===== src/rtl/mdio_pkg.sv =====
package mdio_pkg;

  typedef enum logic [1:0] {
    SEL_ADDR  = 2'd0,
    SEL_WDATA = 2'd1,
    SEL_CMD   = 2'd2,
    SEL_CLK   = 2'd3
  } host_sel_e;

  // Half an MDC period in system clocks for a clock-range code.
  function automatic int unsigned mdc_half(input logic [1:0] code,
                                           input int unsigned div_lo,
                                           input int unsigned div_mid,
                                           input int unsigned div_hi);
    case (code)
      2'b01:   return div_lo / 2;
      2'b10:   return div_mid / 2;
      2'b11:   return div_hi / 2;
      default: return div_lo / 2;
    endcase
  endfunction

endpackage


===== src/rtl/mdio_clk_gen.sv =====
module mdio_clk_gen
  import mdio_pkg::*;
#(
  parameter int DIV_LO  = 14,
  parameter int DIV_MID = 20,
  parameter int DIV_HI  = 28
) (
  input  logic       clk,
  input  logic       rst_n,
  input  logic       en,
  input  logic [1:0] code,
  output logic       mdc,
  output logic       tick_rise,
  output logic       tick_fall
);
  localparam int CNT_W = $clog2(DIV_HI);

  logic [CNT_W-1:0] cnt;
  logic [CNT_W-1:0] half_m1;
  logic             at_end;

  always_comb begin
    half_m1 = CNT_W'(mdc_half(code, DIV_LO, DIV_MID, DIV_HI) - 1);
  end

  assign at_end    = en && (cnt == half_m1);
  assign tick_rise = at_end && !mdc;
  assign tick_fall = at_end && mdc;

  always_ff @(posedge clk) begin
    if (!rst_n || !en) begin
      cnt <= '0;
      mdc <= 1'b0;
    end else if (at_end) begin
      cnt <= '0;
      mdc <= !mdc;
    end else begin
      cnt <= cnt + 1'b1;
    end
  end

  // once the enable drops, MDC is low on the next cycle
  assert_mdc_idle_R4: assert property (@(posedge clk) disable iff (!rst_n)
    !en |=> !mdc);

  // the half-period counter never runs past its terminal value
  assert_cnt_bound_R2: assert property (@(posedge clk) disable iff (!rst_n)
    en |-> (cnt <= half_m1));

endmodule


===== src/rtl/mdio_frame_seq.sv =====
module mdio_frame_seq #(
  parameter int ADDR_W  = 5,
  parameter int DATA_W  = 16,
  parameter int PRE_LEN = 32
) (
  input  logic              clk,
  input  logic              rst_n,
  input  logic              start,
  input  logic              start_rd,
  input  logic [ADDR_W-1:0] phy_addr,
  input  logic [ADDR_W-1:0] reg_addr,
  input  logic [DATA_W-1:0] wdata,
  input  logic              tick_rise,
  input  logic              tick_fall,
  input  logic              mdio_i,
  output logic              active,
  output logic              done,
  output logic              mdio_o,
  output logic              mdio_oe,
  output logic [DATA_W-1:0] rdata
);
  localparam int FRAME_W  = PRE_LEN + 6 + 2 * ADDR_W + DATA_W;
  localparam int TA_IDX   = PRE_LEN + 4 + 2 * ADDR_W;
  localparam int DATA_IDX = TA_IDX + 2;
  localparam int IDX_W    = $clog2(FRAME_W);

  function automatic logic [FRAME_W-1:0] build_frame(input logic rd,
                                                     input logic [ADDR_W-1:0] pa,
                                                     input logic [ADDR_W-1:0] ra,
                                                     input logic [DATA_W-1:0] d);
    return {{PRE_LEN{1'b1}}, 2'b01, (rd ? 2'b10 : 2'b01), pa, ra,
            (rd ? 2'b11 : 2'b10), (rd ? {DATA_W{1'b1}} : d)};
  endfunction

  logic [FRAME_W-1:0] shreg;
  logic [IDX_W-1:0]   idx;
  logic               is_rd;
  logic [DATA_W-1:0]  rsh;
  logic               last_bit;
  logic               in_data;
  logic               released;

  assign last_bit = (idx == IDX_W'(FRAME_W - 1));
  assign in_data  = (idx >= IDX_W'(DATA_IDX));
  assign released = is_rd && (idx >= IDX_W'(TA_IDX));
  assign done     = active && tick_fall && last_bit;
  assign mdio_o   = active ? shreg[FRAME_W-1] : 1'b1;
  assign mdio_oe  = active && !released;

  always_ff @(posedge clk) begin
    if (!rst_n) begin
      active <= 1'b0;
      idx    <= '0;
      is_rd  <= 1'b0;
      shreg  <= '1;
      rsh    <= '0;
      rdata  <= '0;
    end else if (start && !active) begin
      active <= 1'b1;
      idx    <= '0;
      is_rd  <= start_rd;
      shreg  <= build_frame(start_rd, phy_addr, reg_addr, wdata);
    end else if (active) begin
      if (tick_rise && is_rd && in_data) rsh <= {rsh[DATA_W-2:0], mdio_i};
      if (tick_fall) begin
        if (last_bit) begin
          active <= 1'b0;
          if (is_rd) rdata <= rsh;
        end else begin
          idx   <= idx + 1'b1;
          shreg <= shreg << 1;
        end
      end
    end
  end

  // the driven MDIO bit moves only on a falling MDC tick
  assert_mdio_stable_R9: assert property (@(posedge clk) disable iff (!rst_n)
    (active && !tick_fall) |=> $stable(mdio_o));

  // during a read, the line stays released once the turnaround is reached
  assert_release_hold_R7: assert property (@(posedge clk) disable iff (!rst_n)
    (active && !mdio_oe && !done) |=> !mdio_oe);

  // read data register only changes at the end of a frame
  assert_rdata_hold_R8: assert property (@(posedge clk) disable iff (!rst_n)
    !done |=> $stable(rdata));

endmodule


===== src/rtl/mdio_frame_ctrl.sv =====
module mdio_frame_ctrl
  import mdio_pkg::*;
#(
  parameter int ADDR_W  = 5,
  parameter int DATA_W  = 16,
  parameter int PRE_LEN = 32,
  parameter int DIV_LO  = 14,
  parameter int DIV_MID = 20,
  parameter int DIV_HI  = 28
) (
  input  logic              clk,
  input  logic              rst_n,
  input  logic              host_we,
  input  logic [1:0]        host_sel,
  input  logic [DATA_W-1:0] host_wdata,
  output logic              busy,
  output logic              rd_cmd,
  output logic [DATA_W-1:0] rd_data,
  output logic              mdc,
  input  logic              mdio_i,
  output logic              mdio_o,
  output logic              mdio_oe
);
  logic [ADDR_W-1:0] phy_q;
  logic [ADDR_W-1:0] regad_q;
  logic [1:0]        code_q;
  logic [1:0]        run_code;
  logic              rd_cmd_q;
  logic              can_start;
  logic              start_wr;
  logic              start_rd;
  logic              seq_active;
  logic              seq_done;
  logic              tick_rise;
  logic              tick_fall;

  assign can_start = (code_q != 2'b00) && !seq_active;
  assign start_wr  = host_we && (host_sel == SEL_WDATA) && can_start;
  assign start_rd  = host_we && (host_sel == SEL_CMD) && host_wdata[0] && can_start;

  always_ff @(posedge clk) begin
    if (!rst_n) begin
      phy_q    <= '0;
      regad_q  <= '0;
      code_q   <= 2'b00;
      run_code <= 2'b01;
      rd_cmd_q <= 1'b0;
    end else begin
      if (host_we && host_sel == SEL_ADDR) begin
        phy_q   <= host_wdata[2*ADDR_W-1:ADDR_W];
        regad_q <= host_wdata[ADDR_W-1:0];
      end
      if (host_we && host_sel == SEL_CLK) code_q <= host_wdata[1:0];
      if (start_wr || start_rd) run_code <= code_q;
      if (start_rd) rd_cmd_q <= 1'b1;
      else if (seq_done) rd_cmd_q <= 1'b0;
    end
  end

  mdio_clk_gen #(
    .DIV_LO (DIV_LO),
    .DIV_MID(DIV_MID),
    .DIV_HI (DIV_HI)
  ) u_clk (
    .clk      (clk),
    .rst_n    (rst_n),
    .en       (seq_active),
    .code     (run_code),
    .mdc      (mdc),
    .tick_rise(tick_rise),
    .tick_fall(tick_fall)
  );

  mdio_frame_seq #(
    .ADDR_W (ADDR_W),
    .DATA_W (DATA_W),
    .PRE_LEN(PRE_LEN)
  ) u_seq (
    .clk      (clk),
    .rst_n    (rst_n),
    .start    (start_wr || start_rd),
    .start_rd (start_rd),
    .phy_addr (phy_q),
    .reg_addr (regad_q),
    .wdata    (host_wdata),
    .tick_rise(tick_rise),
    .tick_fall(tick_fall),
    .mdio_i   (mdio_i),
    .active   (seq_active),
    .done     (seq_done),
    .mdio_o   (mdio_o),
    .mdio_oe  (mdio_oe),
    .rdata    (rd_data)
  );

  assign busy   = seq_active;
  assign rd_cmd = rd_cmd_q;

  // with code 00 an idle controller stays idle
  assert_no_start_code0_R3: assert property (@(posedge clk) disable iff (!rst_n)
    (code_q == 2'b00 && !busy) |=> !busy);

  // busy only drops through the end-of-frame event
  assert_busy_hold_R10: assert property (@(posedge clk) disable iff (!rst_n)
    (busy && !seq_done) |=> busy);

  // the read-command bit is clear once busy has fallen
  assert_rdcmd_clear_R11: assert property (@(posedge clk) disable iff (!rst_n)
    $fell(busy) |-> !rd_cmd);

  // MDC never high while idle
  assert_mdc_low_idle_R4: assert property (@(posedge clk) disable iff (!rst_n)
    !busy |-> !mdc);

endmodule


===== config.mk =====
export PLATFORM = sky130hd
export DESIGN_NAME = mdio_frame_ctrl
export DESIGN_NICKNAME = d
export VERILOG_FILES = /design/src/rtl/mdio_pkg.sv /design/src/rtl/mdio_clk_gen.sv /design/src/rtl/mdio_frame_seq.sv /design/src/rtl/mdio_frame_ctrl.sv
export SDC_FILE = /design/constraint.sdc
export NUM_CORES = 1
export LEC_CHECK = 0
export ABC_AREA = 1
export BUFFER_PORTS_ARGS = -buffer_cell sky130_fd_sc_hd__buf_2
export CAP_MARGIN = 20
export CORE_ASPECT_RATIO = 0.8
export CORE_MARGIN = 10
export CORE_UTILIZATION = 60
export CTS_BUF_LIST = sky130_fd_sc_hd__clkbuf_2 sky130_fd_sc_hd__clkbuf_4 sky130_fd_sc_hd__clkbuf_8
export CTS_CLUSTER_SIZE = 25
export DETAILED_ROUTE_END_ITERATION = 10
export GPL_TIMING_DRIVEN = 0
export PLACE_DENSITY_LB_ADDON = 0.08
export SLEW_MARGIN = 20
export SYNTH_ARGS = -nofsm -noshare
export SYNTH_HDL_FRONTEND = slang
export SYNTH_SLANG_ARGS = --single-unit

===== constraint.sdc =====
create_clock -name clk -period 2.5 [get_ports clk]
set_clock_uncertainty 0.15 [all_clocks]
set_input_delay 0.375 -clock clk [delete_from_list [all_inputs] [get_ports clk]]
set_output_delay 0.375 -clock clk [all_outputs]
set_load 0.005 [all_outputs]

# Word level (Yosys, flattened, before mapping)

Cells that the tools add are included.

ROM bits: 0
Flip-flop bits (word level): 125
Memories kept: 0
Bits in latches: 0
Output and inout bits: 21
Memory bits (writable): 0

Multiply operators: 0
$add $sub $neg: 3
Bitwise gates (word level): 3
Multiplexer cells: 15
Magnitude comparators: 2
Reduce and logical (&&, ||, !) cells: 35
Eq/ne operators: 8
Div/mod/pow operators: 0
Shift-type cells: 0

Operators by type and width:

| operator                                            | count |
|---|---|
| 2-to-1 mux 32 bit                                   | 4 |
| logical AND 1 bit                                   | 18 |
| 2-to-1 mux 16 bit                                   | 1 |
| >= comparator 6 bit, second input constant          | 2 |
| AND reduction 3 bit                                 | 3 |
| equality test 2 bit, second input constant          | 4 |
| 2-to-1 mux 1 bit                                    | 8 |
| one-hot mux 4 bit (2 select lines)                  | 1 |
| nonzero test 2 bit                                  | 4 |
| adder 6 x 1 -> 6 bit, second input constant         | 1 |
| equality test 6 bit, second input constant          | 1 |
| adder 5 x 1 -> 5 bit, second input constant         | 1 |
| equality test 5 bit                                 | 1 |
| AND reduction 5 bit                                 | 1 |
| subtractor 4 x 1 -> 5 bit, second input constant    | 1 |
| zero test 1 bit                                     | 4 |
| OR reduction 2 bit                                  | 2 |
| NOT 1 bit                                           | 3 |
| equality test 2 x 1 -> 1 bit, second input constant | 1 |
| zero test 2 bit                                     | 1 |
| logical OR 1 bit                                    | 2 |
| 2-to-1 mux 2 bit                                    | 1 |
| inequality test 2 bit, second input constant        | 1 |

# Longest topological paths before layout

Word-level depth: 10
Depth in mapped cells: 11
Depth with buffers taken out: 10

# By module

From an unflattened synthesis, not the netlist that was laid out.

Cell total of the unflattened synthesis: 651
Area total of the unflattened synthesis: 5,023.6 µm²

By module, submodules not included:

| module          | cells an instance | instances | area each (µm²) |
|---|---|---|---|
| mdio_frame_seq  | 523               | 1         | 4,046.4 |
| mdio_frame_ctrl | 85                | 1         | 680.7 |
| mdio_clk_gen    | 43                | 1         | 296.5 |

# Worst setup path before layout

OpenSTA, ideal clock, no wires.

Path kind: reg2reg
Start: register u_seq.idx[1]
End: register u_seq.rdata[10]
Setup slack: 0.742 ns
Data arrival time: 1.476 ns
Cell stages (with the launch flop): 10
Path through: dfxtp_1 > ha_1 > nand3_2 > nor2_4 > inv_2 > nor2_8 > nand3_4 > buf_2 > nand2_1 > a21oi_1

Cells in the longest elaborated chain, start to end: 2

Ends and longest elaborated chain:

| element                       | RTL line             | source |
|---|---|---|
| start, declared               | mdio_frame_seq.sv:36 | `logic [IDX_W-1:0] idx;` |
| start signal, assigned        | mdio_frame_seq.sv:70 | `idx <= idx + 1'b1;` |
| equality test 6 bit           | mdio_frame_seq.sv:43 | `assign last_bit = (idx == IDX_W'(FRAME_W - 1));` |
| AND reduction 5 bit (no line) | --                   |  |
| end signal, assigned          | mdio_frame_seq.sv:68 | `if (is_rd) rdata <= rsh;` |
| end, declared                 | mdio_frame_seq.sv:20 | `output logic [DATA_W-1:0] rdata` |

Every way passes these cells.
A chain may end at the register's enable or synchronous reset.

# Final worst setup path

Start: register u_seq.idx[0]
End: output mdio_oe

Cells in the longest elaborated chain, start to end: 4

Ends and longest elaborated chain:

| element             | RTL line              | source |
|---|---|---|
| >= comparator 6 bit | mdio_frame_seq.sv:45  | `assign released = is_rd && (idx >= IDX_W'(TA_IDX));` |
| logical AND 1 bit   | mdio_frame_seq.sv:45  |  |
| zero test 1 bit     | mdio_frame_seq.sv:48  | `assign mdio_oe = active && !released;` |
| logical AND 1 bit   | mdio_frame_seq.sv:48  |  |
| end, declared       | mdio_frame_ctrl.sv:22 | `output logic mdio_oe` |

Every way passes these cells.

==> results.json <==
{
  "synth_flop_cell": "dfxtp_1",
  "cts_sinks": 125,
  "dpl.cell_count": 901,
  "postSynthAreaPerCell_um2": 7.11,
  "p_per_area_nw_per_um2": 654,
  "synth_top_area_frac": 0.471,
  "grt_pass1_wl_um": 21400,
  "port_buffers": 42,
  "synth-seq-area-share": 0.471,
  "ir_drop_v": 0.000421,
  "slew_headroom": 0.649,
  "die_x_um": 125,
  "grt_use_total": 0.193,
  "fin_crit_sh": 0.885,
  "synthMuxAreaShare": 0,
  "drc": 0,
  "cts_setup_buffers": 0,
  "min_period_ps": 2210,
  "fillerInstances": 710,
  "startpoint": "u_seq.idx[0]",
  "cp-end-kind": "output pin",
  "worstSetupPathType": "flip-flop to output pin",
  "synth-xor-area-share": 0.00824,
  "start_kind": "flip-flop",
  "tightest_slew_ps": 524,
  "wl_per_cell_um": 13.7,
  "fmax_ghz": 0.452,
  "hold_violations": 0,
  "synth-seq-cells": 125,
  "hold_path.class": "input port to flip-flop",
  "grt_antenna_before_repair": 0,
  "grt_overflow": 0,
  "numCtsBuffers": 17,
  "grt_max_degree": 17,
  "synth_area_um2": 5310,
  "synth-simple-area-share": 0.364,
  "pin_count": 43,
  "layout.cells.non_filler": 931,
  "root_buffer": "clkbuf_8",
  "cts_resized": 0,
  "start_util": 0.621,
  "die-area_um2": 13000,
  "nets": 833,
  "yosysWarnings": 0,
  "ant_nets": 0,
  "ys_top_cells_by_area": "dfxtp_1 (47%), nand2_1 (13%), nand3_1 (10%)",
  "clkTransAtPathRegs_ps": 80,
  "synthCells": 747,
  "syn_to_final_growth_pct": 14.0,
  "drt-pass1-iter-count": 5,
  "insertion_delay_ps": 440,
  "cts_tree": "yes",
  "synth_top_family_by_area": "simple AND/OR/NAND/NOR gates",
  "min_from": "mdio_i",
  "critPathArrivalTime_ps": 1690,
  "synthAdderAreaFrac": 0.00706,
  "die_h_um": 104,
  "slew_violations": 0,
  "setup-violations-final": 0,
  "timing.setup.tns_ps": 0,
  "finalWeightedCongestion": 0.886,
  "hpwl_um": 8780,
  "status": "finished clean",
  "core_area_um2": 8560,
  "grt_pass1_vias": 4723,
  "synth_top_cell_by_area": "dfxtp_1",
  "cts.path.max_buffers": 2,
  "drive_above_1_share": 0.137,
  "critPathRequiredTime_ps": 1980,
  "rows": 30,
  "power_mw": 3.96,
  "drtIter0Drc": 552,
  "path_max_fanout": 5,
  "syn_nets": 772,
  "synth_compound_area_frac": 0.0643,
  "vias": 4987,
  "ys_types": 29,
  "drv_cap": 0,
  "r2r-start": "u_seq.idx[1]",
  "synth.most_common_cell": "nand2_1",
  "p_leak_nw": 3.07,
  "antennaDiodeCount": 0,
  "holdBufCountCts": 0,
  "synthTopCellsByCount": "nand2_1 (186), dfxtp_1 (125), nand3_1 (111)",
  "htree_levels": 4,
  "routed_wl_um": 12800,
  "viasPerCell": 5.36,
  "synthArstFlopShare": 0,
  "synth_edf_count": 0,
  "rsz0062_at_grt": "no"
}
-- power by group --
part	leakage (nW)	total (mW)	internal (mW)	switching [mW]
combinational	1.85	0.158	0.0551	0.102
clock	0.204	1.76	0.996	0.767
sequential	1.01	2.04	2.02	0.0167
total	3.07	3.96	3.07	0.886
-- sequential cells by signal, indices dropped and copies added, names as in the netlist --
signal,cells
u_seq.rdata,16
code_q,2
u_seq.shreg,64
u_seq.is_rd,1
rd_cmd,1
u_seq.idx,6
u_seq.rsh,16
run_code,2
u_clk.cnt,5
regad_q,5
u_clk.mdc,1
phy_q,5
u_seq.active,1
-- kinds of logic (layout without fill, tap and decap cells) --
logic type,after synthesis,count (layout)
XOR/XNOR,5,5
flip-flops,125,125
adder cells (fa/ha/maj),3,3
AO/OA/AOI/OAI,67,67
buffers and inverters,105,177
AND/OR/NAND/NOR,442,442
-- layout by cell type, fill, tap and decap left out, types with 2 or more instances in the layout --
master / netlist / routed
inv_2: 3 / 3
a21oi_1: 37 / 37
bufinv_16: 0 / 2
o21ai_0: 27 / 27
nand3_1: 111 / 111
xor2_1: 5 / 5
buf_2: 20 / 62
buf_6: 2 / 2
nand3_2: 2 / 2
clkbuf_4: 0 / 2
nand3b_1: 3 / 3
nand4_1: 22 / 22
dfxtp_1: 125 / 125
nand2_1: 186 / 186
inv_1: 54 / 54
buf_4: 6 / 6
nor2_4: 2 / 2
buf_1: 6 / 6
clkbuf_1: 13 / 13
nor2_1: 110 / 110
clkinv_2: 0 / 4
ha_1: 3 / 3
clkbuf_8: 0 / 21
-- metrics by stage --
step                      instance area, um2  setup slack [ps]  hold WS (ps)   util
after global routing                    6060               231          39.6  0.708
after global placement                  5660               455           284  0.662
final                                   6060               287          30.5  0.708
after detailed placement                5660               406           291  0.662
after CTS                               6060               299          15.5  0.708
after floorplan                         5310               742           279      -
-- critical path, cell delays in order (launching register included) --
cell and delay (ps):
dfxtp_1 410, inv_1 110, ha_1 210, nor2_1 90, o21ai_0 100, a31oi_1 190
buf_2 150
-- cell type report --
class                           instances  area (um2)  share of cell area
Inverter                               58         218              0.0360
Tap cell                              112         140              0.0231
Multi-Input combinational cell        517        2350               0.389
Timing Repair Buffer                   42         210              0.0347
Clock buffer                           23         304              0.0502
Sequential cell                       125        2500               0.413
Clock inverter                          7        87.6              0.0145
Buffer                                 47         239              0.0395
-- path summary, 6_finish.rpt --
check                          to  slack, ps  depth (start not counted)
setup / recovery          mdio_oe        290                          6
hold reg to reg   u_seq.shreg[35]        300                          2
hold / removal       u_seq.rsh[0]         30                          3
setup reg to reg  u_seq.rdata[11]        370                          9
-- routing by layer --
| metal | wire (um) | global-route usage | up-vias |
|---|---|---|---|
| met5 | 0 | 0 | - |
| met4 | 227 | 0.0813 | 0 |
| met3 | 812 | 0.0489 | 27 |
| met2 | 5780 | 0.305 | 149 |
| met1 | 5980 | 0.244 | 2295 |
| li1 | - | - | 2516 |
(Power assumes the default switching activity.)
